## src/rtl/acclw_pkg.sv

```systemverilog
package acclw_pkg;

  typedef enum logic [1:0] {
    WS_IDLE  = 2'd0,
    WS_WORD0 = 2'd1,
    WS_WORD1 = 2'd2
  } wr_state_e;

  localparam logic [11:0] EOI_OFF = 12'h010;

  function automatic logic [11:0] count_off(input int unsigned ch);
    return 12'(32'h300 + 32'(ch) * 32'd4);
  endfunction

  function automatic logic [11:0] status_off(input int unsigned ch);
    return 12'(32'h200 + (32'(ch) / 32'd32) * 32'd4);
  endfunction

  function automatic logic [31:0] eoi_code(input int unsigned ch);
    return 32'(ch) + 32'd2;
  endfunction

  function automatic logic [31:0] pace_limit(input int unsigned tick, input int unsigned ticks);
    return 32'(tick) * 32'(ticks);
  endfunction

  function automatic logic [31:0] entry_addr(input logic [31:0] base, input int unsigned entries,
                                             input logic half, input logic [31:0] idx,
                                             input logic word);
    return base + ({31'b0, half} * (32'(entries) << 3)) + (idx << 3) + ({31'b0, word} << 2);
  endfunction

endpackage

```

## src/rtl/acclw_writer.sv

```systemverilog
module acclw_writer
  import acclw_pkg::*;
#(
  parameter int unsigned ENTRIES   = 8,
  parameter int unsigned QNUM_W    = 16,
  parameter logic [31:0] LIST_BASE = 32'h0
) (
  input  logic              clk,
  input  logic              rst_n,
  input  logic              desc_valid,
  input  logic [QNUM_W-1:0] desc_qnum,
  input  logic [31:0]       desc_addr,
  output logic              desc_ready,
  input  logic              hold,
  input  logic              pace_evt,
  output logic              mem_we,
  output logic [31:0]       mem_addr,
  output logic [31:0]       mem_wdata,
  output logic              full_evt,
  output logic              list_evt,
  output logic              cur_half,
  output logic              filling,
  output logic              idle
);
  localparam int unsigned IDX_W = (ENTRIES > 1) ? $clog2(ENTRIES) : 1;

  wr_state_e         st_q;
  logic [IDX_W-1:0]  idx_q;
  logic              half_q;
  logic [QNUM_W-1:0] qn_q;
  logic [31:0]       da_q;
  logic              take;

  assign idle       = (st_q == WS_IDLE);
  assign desc_ready = idle && !hold && !pace_evt;
  assign take       = desc_valid && desc_ready;
  assign full_evt   = (st_q == WS_WORD1) && (idx_q == IDX_W'(ENTRIES - 1));
  assign list_evt   = full_evt || pace_evt;
  assign cur_half   = half_q;
  assign filling    = (idx_q != '0);

  always_ff @(posedge clk) begin
    if (!rst_n) begin
      st_q   <= WS_IDLE;
      idx_q  <= '0;
      half_q <= 1'b0;
      qn_q   <= '0;
      da_q   <= '0;
    end else begin
      unique case (st_q)
        WS_IDLE: if (take && desc_addr != 32'd0) begin
          qn_q <= desc_qnum;
          da_q <= desc_addr;
          st_q <= WS_WORD0;
        end
        WS_WORD0: st_q <= WS_WORD1;
        default:  st_q <= WS_IDLE;
      endcase
      if (list_evt) begin
        idx_q  <= '0;
        half_q <= ~half_q;
      end else if (st_q == WS_WORD1) begin
        idx_q <= idx_q + 1'b1;
      end
    end
  end

  always_comb begin
    mem_we    = (st_q != WS_IDLE);
    mem_addr  = entry_addr(LIST_BASE, ENTRIES, half_q, 32'(idx_q), st_q == WS_WORD1);
    mem_wdata = (st_q == WS_WORD1) ? da_q : (32'(qn_q) << 16);
  end

endmodule

```

## src/rtl/acclw_pacer.sv

```systemverilog
module acclw_pacer
  import acclw_pkg::*;
#(
  parameter int unsigned TICK_CYCLES = 1250,
  parameter int unsigned PACE_TICKS  = 4
) (
  input  logic clk,
  input  logic rst_n,
  input  logic running,
  input  logic idle,
  output logic pace_evt
);
  localparam logic [31:0] LIM = pace_limit(TICK_CYCLES, PACE_TICKS);

  generate
    if (LIM == 32'd0) begin : g_off
      assign pace_evt = 1'b0;
    end else begin : g_on
      logic [31:0] cnt_q;
      always_ff @(posedge clk) begin
        if (!rst_n || !running) cnt_q <= '0;
        else if (cnt_q < LIM - 32'd1) cnt_q <= cnt_q + 32'd1;
      end
      assign pace_evt = running && idle && (cnt_q >= LIM - 32'd1);
    end
  endgenerate

endmodule

```

## src/rtl/acclw_intd.sv

```systemverilog
module acclw_intd
  import acclw_pkg::*;
#(
  parameter int unsigned CHANNEL = 0,
  parameter int unsigned CNT_W   = 16
) (
  input  logic             clk,
  input  logic             rst_n,
  input  logic             list_evt,
  input  logic             cur_half,
  input  logic             reg_we,
  input  logic [11:0]      reg_addr,
  input  logic [31:0]      reg_wdata,
  output logic [31:0]      reg_rdata,
  output logic             irq,
  output logic             pend_cur,
  output logic             eoi_hit,
  output logic             cnt_clear,
  output logic [CNT_W-1:0] evt_count
);
  localparam logic [11:0] CNT_OFF  = count_off(CHANNEL);
  localparam logic [11:0] STAT_OFF = status_off(CHANNEL);
  localparam int unsigned BITPOS   = CHANNEL % 32;

  logic [1:0]       pend_q, pend_d;
  logic             ack_q, ack_d;
  logic             retrig_q;
  logic [CNT_W-1:0] cnt_q;
  logic             retrig_set;

  assign eoi_hit    = reg_we && reg_addr == EOI_OFF && reg_wdata == eoi_code(CHANNEL);
  assign cnt_clear  = reg_we && reg_addr == CNT_OFF && reg_wdata == 32'd1;
  assign retrig_set = reg_we && reg_addr == STAT_OFF && reg_wdata[BITPOS];

  always_comb begin
    pend_d = pend_q;
    ack_d  = ack_q;
    if (list_evt) pend_d[cur_half] = 1'b1;
    if (eoi_hit && pend_q[ack_q]) begin
      pend_d[ack_q] = 1'b0;
      ack_d         = ~ack_q;
    end
  end

  always_ff @(posedge clk) begin
    if (!rst_n) begin
      pend_q   <= '0;
      ack_q    <= 1'b0;
      retrig_q <= 1'b0;
      cnt_q    <= '0;
    end else begin
      pend_q <= pend_d;
      ack_q  <= ack_d;
      if (retrig_set)   retrig_q <= 1'b1;
      else if (eoi_hit) retrig_q <= 1'b0;
      if (cnt_clear)     cnt_q <= '0;
      else if (list_evt) cnt_q <= cnt_q + 1'b1;
    end
  end

  assign irq       = (|pend_q) || retrig_q;
  assign pend_cur  = pend_q[cur_half];
  assign evt_count = cnt_q;

  always_comb begin
    if (reg_addr == CNT_OFF)       reg_rdata = 32'(cnt_q);
    else if (reg_addr == STAT_OFF) reg_rdata = 32'(irq) << BITPOS;
    else                           reg_rdata = 32'd0;
  end

endmodule

```

## src/rtl/acc_list_writer.sv

```systemverilog
module acc_list_writer
  import acclw_pkg::*;
#(
  parameter int unsigned CHANNEL     = 0,
  parameter int unsigned ENTRIES     = 8,
  parameter int unsigned QNUM_W      = 16,
  parameter int unsigned TICK_CYCLES = 1250,
  parameter int unsigned PACE_TICKS  = 4,
  parameter logic [31:0] LIST_BASE   = 32'h0
) (
  input  logic              clk,
  input  logic              rst_n,
  input  logic              desc_valid,
  input  logic [QNUM_W-1:0] desc_qnum,
  input  logic [31:0]       desc_addr,
  output logic              desc_ready,
  output logic              mem_we,
  output logic [31:0]       mem_addr,
  output logic [31:0]       mem_wdata,
  input  logic              reg_we,
  input  logic [11:0]       reg_addr,
  input  logic [31:0]       reg_wdata,
  output logic [31:0]       reg_rdata,
  output logic              irq
);
  localparam int unsigned CNT_W = 16;

  logic             full_evt, pace_evt, list_evt;
  logic             cur_half, filling, idle;
  logic             pend_cur, eoi_hit, cnt_clear;
  logic [CNT_W-1:0] evt_count;

  acclw_writer #(.ENTRIES(ENTRIES), .QNUM_W(QNUM_W), .LIST_BASE(LIST_BASE)) u_writer (
    .clk(clk), .rst_n(rst_n), .desc_valid(desc_valid), .desc_qnum(desc_qnum),
    .desc_addr(desc_addr), .desc_ready(desc_ready), .hold(pend_cur), .pace_evt(pace_evt),
    .mem_we(mem_we), .mem_addr(mem_addr), .mem_wdata(mem_wdata), .full_evt(full_evt),
    .list_evt(list_evt), .cur_half(cur_half), .filling(filling), .idle(idle)
  );

  acclw_pacer #(.TICK_CYCLES(TICK_CYCLES), .PACE_TICKS(PACE_TICKS)) u_pacer (
    .clk(clk), .rst_n(rst_n), .running(filling), .idle(idle), .pace_evt(pace_evt)
  );

  acclw_intd #(.CHANNEL(CHANNEL), .CNT_W(CNT_W)) u_intd (
    .clk(clk), .rst_n(rst_n), .list_evt(list_evt), .cur_half(cur_half),
    .reg_we(reg_we), .reg_addr(reg_addr), .reg_wdata(reg_wdata), .reg_rdata(reg_rdata),
    .irq(irq), .pend_cur(pend_cur), .eoi_hit(eoi_hit), .cnt_clear(cnt_clear),
    .evt_count(evt_count)
  );

endmodule

```

## config.mk

```make
export PLATFORM = sky130hd
export DESIGN_NAME = acc_list_writer
export DESIGN_NICKNAME = d
export VERILOG_FILES = /design/src/rtl/acclw_pkg.sv /design/src/rtl/acclw_writer.sv /design/src/rtl/acclw_pacer.sv /design/src/rtl/acclw_intd.sv /design/src/rtl/acc_list_writer.sv
export SDC_FILE = /design/constraint.sdc
export NUM_CORES = 1
export LEC_CHECK = 0
export BUFFER_PORTS_ARGS = -buffer_cell sky130_fd_sc_hd__buf_2
export CAP_MARGIN = 20
export CORE_ASPECT_RATIO = 0.6
export CORE_MARGIN = 8
export CORE_UTILIZATION = 35
export CTS_BUF_LIST = sky130_fd_sc_hd__clkbuf_4
export CTS_CLUSTER_DIAMETER = 30
export DETAILED_ROUTE_END_ITERATION = 10
export MAX_ROUTING_LAYER = met4
export PLACE_DENSITY = 0.64
export REMOVE_ABC_BUFFERS = 1
export SETUP_SLACK_MARGIN = 0.02
export SLEW_MARGIN = 20
export SYNTH_ARGS = -nofsm -noshare
export SYNTH_HDL_FRONTEND = slang
export SYNTH_SLANG_ARGS = --single-unit
```

## constraint.sdc

```tcl
create_clock -name clk -period 4.6 [get_ports clk]
set_input_delay 0.23 -clock clk [delete_from_list [all_inputs] [get_ports clk]]
set_output_delay 0.23 -clock clk [all_outputs]
set_load 0.01 [all_outputs]
```

# Word level (Yosys, flattened, before mapping)
# Cells that the tools add are included.
# word_totals
reg_bits,106
input_bits,96
output_inout_bits,99
wordCells,85
# classes
addsub,5
n_lt_le_gt_ge,6
n_eq_ne,9
muxes,17
bitwise_logic,6
reduce_logical,32
# ops
cell,count
$mux 32,2
$add 32x1->32 const B,1
$add 32x3->32,1
$eq 32x1->1 const B,1
$eq 32x2->1 const B,1
$ge 32x13->1 const B,1
$lt 32x13->1 const B,1
$reduce_bool 32->1,1
$eq 12x10->1 const B,2
$add 16x1->16 const B,1
$logic_and 1x1->1,16
$eq 12x5->1 const B,1
$mux 1,9
$add 7x6->8,1
$mux 2,3
$reduce_or 2->1,3
$logic_not 1->1,4
$lt 1x2->1 const B,2
$pmux 2 s2,1
$reduce_bool 2->1,2
$add 3x1->3 const B,1
$eq 3x3->1 const B,1
$logic_or 1x1->1,3
$not 1->1,3
11 further kinds,13

# Longest topological paths before layout
# Gate-level depths: netlist (run 1).
# logic_depth
depth_word,9
mapped_depth,8
mapped_depth_nobuf,7

# By module
# Synthesis (run 1) repeated with hierarchy kept, for this count alone.
# unflattened
cells_unflattened,635
area_unflattened_um2,5287.6
# by_module_without_submodules
mod,n_inst,cells_per_inst,area_each_um2,seq_area_each_um2
acclw_writer,1,352,2782.7,1081.0
acclw_intd,1,158,1303.8,400.4
acclw_pacer,1,125,1201.2,640.6

# Least setup slack after synthesis (run 1)
# Ideal clock, no wire load.
# synth_path
path_type,input to output
start,in reg_addr[2]
end,out reg_rdata[10]
arrival_ns,1.674
path_slack_ns,2.696
path_stages,6
path_buffers,2
path_cell_list,or4_1 > nor3_1 > and3_1 > buf_2 > buf_2 > and2_1
# synth_via
elab_chain_len,2
# synth_lines
item,line,source
"start, declared",acc_list_writer.sv:21,"input logic [11:0] reg_addr,"
$eq 12x10->1,acclw_intd.sv:66,if (reg_addr == CNT_OFF) reg_rdata = 32'(cnt_q);
$mux 32,acclw_intd.sv:66,
"end, declared",acc_list_writer.sv:23,"output logic [31:0] reg_rdata,"
# No other way between the ends.

# Worst setup path in the final report (run 1)
# layout_path
start,in reg_addr[2]
end,out reg_rdata[1]
# The elaborated chain is that of the path after synthesis.

==> results of run 1 <==
[what timing repair did]
| action | 4_1_cts | 5_1_grt |
|---|---|---|
| setup endpoints to repair | 0 | 0 |
| buffers inserted | 0 | 0 |
| hold buffers | 48 | 1 |
| hold endpoints to repair | 48 | 1 |
| resized for setup | 0 | 0 |
[per-layer routing]
layer / vias up / wire [µm]
met5: - / 0
met4: 0 / 70
met3: 8 / 679
met2: 106 / 7060
met1: 2296 / 7380
li1: 2544 / -
[synthesized netlist by cell type, types with 5 or more instances]
library cell	count
a21oi_1	10
and4_1	5
a21oi_2	6
a311o_1	14
nor2_1	23
nor2b_1	5
xnor2_1	5
dfxtp_1	106
a41o_1	6
inv_1	5
clkbuf_1	27
o21ai_0	6
and2_1	35
nor4_1	19
nor3_1	8
mux2i_1	65
a31oi_1	6
buf_2	7
and3_1	27
nand4_1	9
mux2_2	16
buf_4	46
nand3_1	12
ha_1	5
nand2_1	114
o211ai_1	14
[sequential cells by signal, summed over array words and instances (netlist names)]
signal	cells
u_pacer.g_on.cnt_q	32
u_writer.idx_q	3
u_writer.cur_half	1
u_intd.ack_q	1
u_writer.qn_q	16
u_intd.pend_q	2
u_intd.retrig_q	1
u_writer.da_q	32
u_writer.st_q	2
u_intd.evt_count	16
[cells by family (layout without fill, tap and decap cells)]
family	after synthesis	count (layout)	share of synthesized area
AO/OA/AOI/OAI	79	79	0.114
XOR/XNOR	5	5	0.00769
adder cells (fa/ha/maj)	5	5	0.0110
buffers and inverters	92	225	0.0991
flip-flops	106	106	0.373
multiplexers	81	81	0.146
other	1	43	0.000659
AND/OR/NAND/NOR	274	274	0.249
[per-stage QoR]
stage,hold WS [ns],cell area (µm²),util
2_1_floorplan,0.351,5310,-
3_3_place_gp,0.427,6360,0.396
3_5_place_dp,0.436,6360,0.396
4_1_cts,0.00367,6980,0.434
5_1_grt,0.0159,6990,0.435
6_report,0.0545,6990,0.435
[layout make-up]
cell class	instances	share of cell area
Timing Repair Buffer	204	0.183
Tap cell	209	0.0374
Clock buffer	10	0.0107
Multi-Input combinational cell	487	0.454
Sequential cell	106	0.304
Clock inverter	6	0.00842
Inverter	5	0.00269
[worst reg2reg max path, delay by kind of cell (launching register included)]
family	cells	cell delay, ns
buffers and inverters	1	0.66
multiplexers	1	0.31
flip-flops	1	0.39
AO/OA/AOI/OAI	2	0.40
AND/OR/NAND/NOR	2	0.58
[worst paths after layout]
check,endpoint,slack (ns)
max reg2reg,u_writer.qn_q[1]$_SDFFE_PN0P_,2.21
max,reg_rdata[1],2.09
min reg2reg,u_writer.st_q[1]$_SDFFE_PN0P_,0.46
min,u_intd.retrig_q$_SDFFE_PN0P_,0.05
[power groups by stage]
stage / sequential (µW) / combinational [µW] / clock [µW]
3_5_place_dp: 985 / 218 / 0
6_report: 966 / 252 / 463
2_1_floorplan: 981 / 123 / 0
4_1_cts: 966 / 250 / 488
5_1_grt: 971 / 277 / 528
3_3_place_gp: 984 / 216 / 0
==> results.tsv, run 1 <==
metric	value	unit
critPathLaunchType	input pin	
ioPinCount	195	
relSlewSlack	0.282	
ff2ff_path_depth	6	
yosys_register_bits	106	
finalHoldViolCount	0	
seq_area_frac_synth	0.373	
grt_use_met1	0.184	
tns	0	ns
maxCapViolations	0	
filler_cell_count	1610	
synth_top_area_cell	dfxtp_1	
post-place-cells	962	
avgViaCountPerCell	4.82	
die_y	115	µm
total_leakage_power	0.00317	µW
cp_top_family	simple AND/OR/NAND/NOR gates	
gp_congestion	0.780	
min_period	2.51	ns
finalCritPeriodShare	0.546	
cp_common_cell	buf_2	
yosysWarnings	0	
postSynth.asyncResetShare	0	
crit_type	in2out	
final_common_cell	buf_2	
cp-startpoint	reg_addr[2]	
p_seq_frac	0.575	
antenna_found_initial	0	
drt_iter0_markers	244	
multi_input_area	3170	µm²
crit_chain	buf_2 -> or4_1 -> nor3_1 -> and3_1 -> and2_1 -> buf_2	
final_nets	914	
critical_path.max_stage_delay	0.80	ns
ys.flop_type	dfxtp_1	
grtUsageTotal	0.143	
slowest_stage	and3_1	
drtPass1Iterations	6	
port_buffers	151	
required	4.37	ns
seq_area	2120	µm²
clkSlewWorstSetupHoldPaths	0.18	ns
wl_per_cell	14.8	µm
initial_utilization	0.354	
dieArea	20700	µm²
gr-total-overflow	0	
power_switching	480	µW
first_global_vias	4769	
min_from	reg_wdata[0]	
finalMaxSlewViolations	0	
wl	15200	µm
areaGrowthSynthToFinish	22.7	%
synth_top_cell_area_share	0.373	
cts_tree	yes	
min_path_type	in2reg	
power.share.combinational	0.150	
num_antenna_cells	0	
crit_path_max_fanout	30	
gr-usage-met2	0.225	
syn-cell-area	5690	µm²
vdd_drop_max	0.000118	V
synthCells	643	
fmax	0.398	GHz
power_density	241	nW/µm²
core_area	16100	µm²
met3_usage	0.0363	
rows	36	
crit_path_end_kind	primary output	
status	finished, final reports clean	
final_cell_mix	buf_2 (150), nand2_1 (114), dfxtp_1 (106)	
cp.depth	6	
drtAntennaViolNets	0	
cts_made_buffers	9	
cts_num_sinks	106	
stdcell_count	1027	
swShare	0.285	
cts_root_buf	clkbuf_4	
clock_path_buffers	2	
drc	0	
synth_edf_count	0	
synth_cell_type_count	54	
worst_slack	2.09	ns
syn_area_per_cell	8.86	µm²
arrival	2.28	ns
preCtsSetupSlack	2.09	ns
worst_skew_pair.late_latency	0.46	ns
dp_hpwl	10500	µm
drive_above_1_share	0.253	
pwr-share-clk	0.275	
rsz0062_at_grt	false	
grt_pass1_wl	24100	µm
crit_buf_inv	2	
whs_path_depth	3	
rr_startpoint	u_pacer.g_on.cnt_q[3]$_SDFFE_PP0P_	
dr_total_vias	4954	
die_w	181	µm
power	1680	µW
busiest_layer	met2	
synthTopCellsByArea	dfxtp_1 (37%), mux2i_1 (11%), nand2_1 (7.5%)	
tightestPinTransition	1.07	ns
h-tree-depth	3	
grt_max_degree	85	
setup_viol	0	
intPower	1200	µW
finClkSkew	0.0345	ns
(Power assumes the default switching activity.)
==> inputs of run 2 (changes only) <==
--- a/config.mk
+++ b/config.mk
@@ -5,6 +5,7 @@
 export SDC_FILE = /design/constraint.sdc
 export NUM_CORES = 1
 export LEC_CHECK = 0
+export ABC_AREA = 1
 export BUFFER_PORTS_ARGS = -buffer_cell sky130_fd_sc_hd__buf_2
 export CAP_MARGIN = 20
 export CORE_ASPECT_RATIO = 0.6
@@ -14,7 +15,7 @@
 export CTS_CLUSTER_DIAMETER = 30
 export DETAILED_ROUTE_END_ITERATION = 10
 export MAX_ROUTING_LAYER = met4
-export PLACE_DENSITY = 0.64
+export PLACE_DENSITY = 0.63
 export REMOVE_ABC_BUFFERS = 1
 export SETUP_SLACK_MARGIN = 0.02
 export SLEW_MARGIN = 20
==> constraint.sdc (replaced) <==
create_clock -name clk -period 2.64 [get_ports clk]
set_input_delay 0.132 -clock clk [delete_from_list [all_inputs] [get_ports clk]]
set_output_delay 0.132 -clock clk [all_outputs]
set_load 0.01 [all_outputs]
==> results.tsv, run 2 <==
metric	value	unit
seq_area	2120	µm²
grtUsageTotal	0.156	
finClkSkew	0.0197	ns
synth_top_area_cell	dfxtp_1	
port_buffers	151	
ioPinCount	195	
syn-cell-area	6160	µm²
initial_utilization	0.358	
synth_top_cell_area_share	0.345	
clkSlewWorstSetupHoldPaths	0.16	ns
preCtsSetupSlack	-0.0786	ns
die_w	187	µm
min_path_type	in2reg	
crit_chain	ha_1 -> nand2_1 -> nand4_1 -> nand3_1 -> nand2_2 -> a21boi_0 -> buf_2	
power	3080	µW
dieArea	22200	µm²
wl_per_cell	12.2	µm
gp_congestion	0.867	
power_switching	902	µW
cts_tree	yes	
synthCells	1001	
areaGrowthSynthToFinish	20.5	%
cts_made_buffers	9	
slowest_stage	a21boi_0	
total_leakage_power	0.00376	µW
yosysWarnings	0	
grt_max_degree	54	
p_seq_frac	0.549	
pwr-share-clk	0.268	
yosys_register_bits	106	
syn_area_per_cell	6.15	µm²
finalCritPeriodShare	0.893	
relSlewSlack	0.610	
required	2.51	ns
worst_slack	0.282	ns
setup_viol	0	
synthTopCellsByArea	dfxtp_1 (34%), inv_1 (13%), nand2_1 (12%)	
cts_num_sinks	106	
multi_input_area	2870	µm²
die_y	119	µm
drt_iter0_markers	383	
cp_top_family	simple AND/OR/NAND/NOR gates	
synth_edf_count	0	
postSynth.asyncResetShare	0	
clock_path_buffers	2	
ys.flop_type	dfxtp_1	
final_cell_mix	inv_1 (210), nand2_1 (196), nor2_1 (181)	
finalHoldViolCount	0	
filler_cell_count	1873	
grt_pass1_wl	28300	µm
wl	17100	µm
crit_buf_inv	1	
antenna_found_initial	2	
tns	0	ns
gr-total-overflow	0	
h-tree-depth	3	
crit_path_max_fanout	18	
drc	0	
drtAntennaViolNets	0	
rsz0062_at_grt	false	
drive_above_1_share	0.165	
intPower	2180	µW
min_period	2.36	ns
core_area	17200	µm²
first_global_vias	5766	
maxCapViolations	0	
status	finished, final reports clean	
avgViaCountPerCell	4.32	
final_common_cell	inv_1	
seq_area_frac_synth	0.345	
crit_path_end_kind	primary output	
yosys-top-cells-count	inv_1 (210), nand2_1 (196), nor2_1 (184)	
finalMaxSlewViolations	0	
worst_skew_pair.late_latency	0.46	ns
tightestPinTransition	0.584	ns
power.share.combinational	0.183	
rrSetupSlack	0.40	ns
rows	37	
drtPass1Iterations	5	
critical_path.max_stage_delay	0.46	ns
dp_hpwl	13000	µm
crit_type	reg2out	
top_regs	u_pacer.g_on.cnt_q (32), u_writer.da_q (32)	
cts_root_buf	clkbuf_4	
critPathLaunchType	flop	
yosys.cell_count.top_type	inv_1	
final_nets	1265	
final_util	0.432	
fmax	0.424	GHz
vdd_drop_max	0.000242	V
dr_total_vias	6075	
synth_cell_type_count	30	
swShare	0.293	
post-cts-setup-buffers	0	
arrival	2.23	ns
power_density	415	nW/µm²
## run 2: worst reg2reg max path: cells and delay by family (launching register included)
family / cells / cell delay (ns)
simple gates: 8 / 1.20
buf+inv: 2 / 0.39
fa+ha+maj: 1 / 0.23
flops: 1 / 0.36
## run 2: area by class of cell
class,instances,share of cell area
Inverter,216,0.110
Tap cell,234,0.0395
Antenna cell,2,0.000675
Multi-Input combinational cell,637,0.387
Clock buffer,9,0.00911
Sequential cell,106,0.286
Clock inverter,7,0.00894
Timing Repair Buffer,194,0.159
## run 2: metal layers
layer	up-vias	wire, µm	global-route usage	part of all wire
met5	-	0	-	0
met2	180	7050	0.226	0.41
li1	3251	-	-	-
met1	2636	8700	0.215	0.51
met3	8	1300	0.0461	0.076
met4	0	68	0.0203	0.0040
## run 2: power by group through the flow
stage               combinational [µW]  sequential, µW  clock (µW)
floorplan                          311            1720           0
global placement                   522            1720           0
detailed placement                 525            1730           0
CTS                                560            1690         860
global route                       648            1700         920
finish                             564            1690         825
## run 2: worst paths after layout
check | to | from | cells past startpoint
hold reg to reg | u_writer.st_q[1]$_SDFFE_PN0P_ | u_writer.st_q[1]$_SDFFE_PN0P_ | 1
setup reg to reg | u_writer.da_q[24]$_SDFFE_PN0P_ | u_pacer.g_on.cnt_q[0]$_SDFFE_PP0P_ | 11
hold / removal | u_writer.da_q[19]$_SDFFE_PN0P_ | desc_addr[19] | 5
setup / recovery | desc_ready | u_pacer.g_on.cnt_q[0]$_SDFFE_PP0P_ | 7
## run 2: metrics by stage
stage | cells | hold slack [ns] | area (µm²)
after floorplan | 959 | 0.253 | 5790
after global placement | 1356 | 0.409 | 6960
after detailed placement | 1356 | 0.416 | 6960
after CTS | 1402 | 0.000669 | 7390
after global routing | 1405 | 0.0126 | 7420
final | 1405 | 0.0260 | 7420
## run 2: cells by family after synthesis
logic type	Yosys count	synth area share
simple gates	510	0.353
buf+inv	300	0.217
flops	106	0.345
compound gates	63	0.0520
xor+xnor	16	0.0228
fa+ha+maj	5	0.0102
other cells	1	0.000609
## run 2: what timing repair did
action | 4_1_cts | 5_1_grt
endpoints found under the setup margin | 0 | 16
gates resized for setup | 0 | 1
endpoints found under the hold margin | 28 | 0
hold buffers | 30 | 0
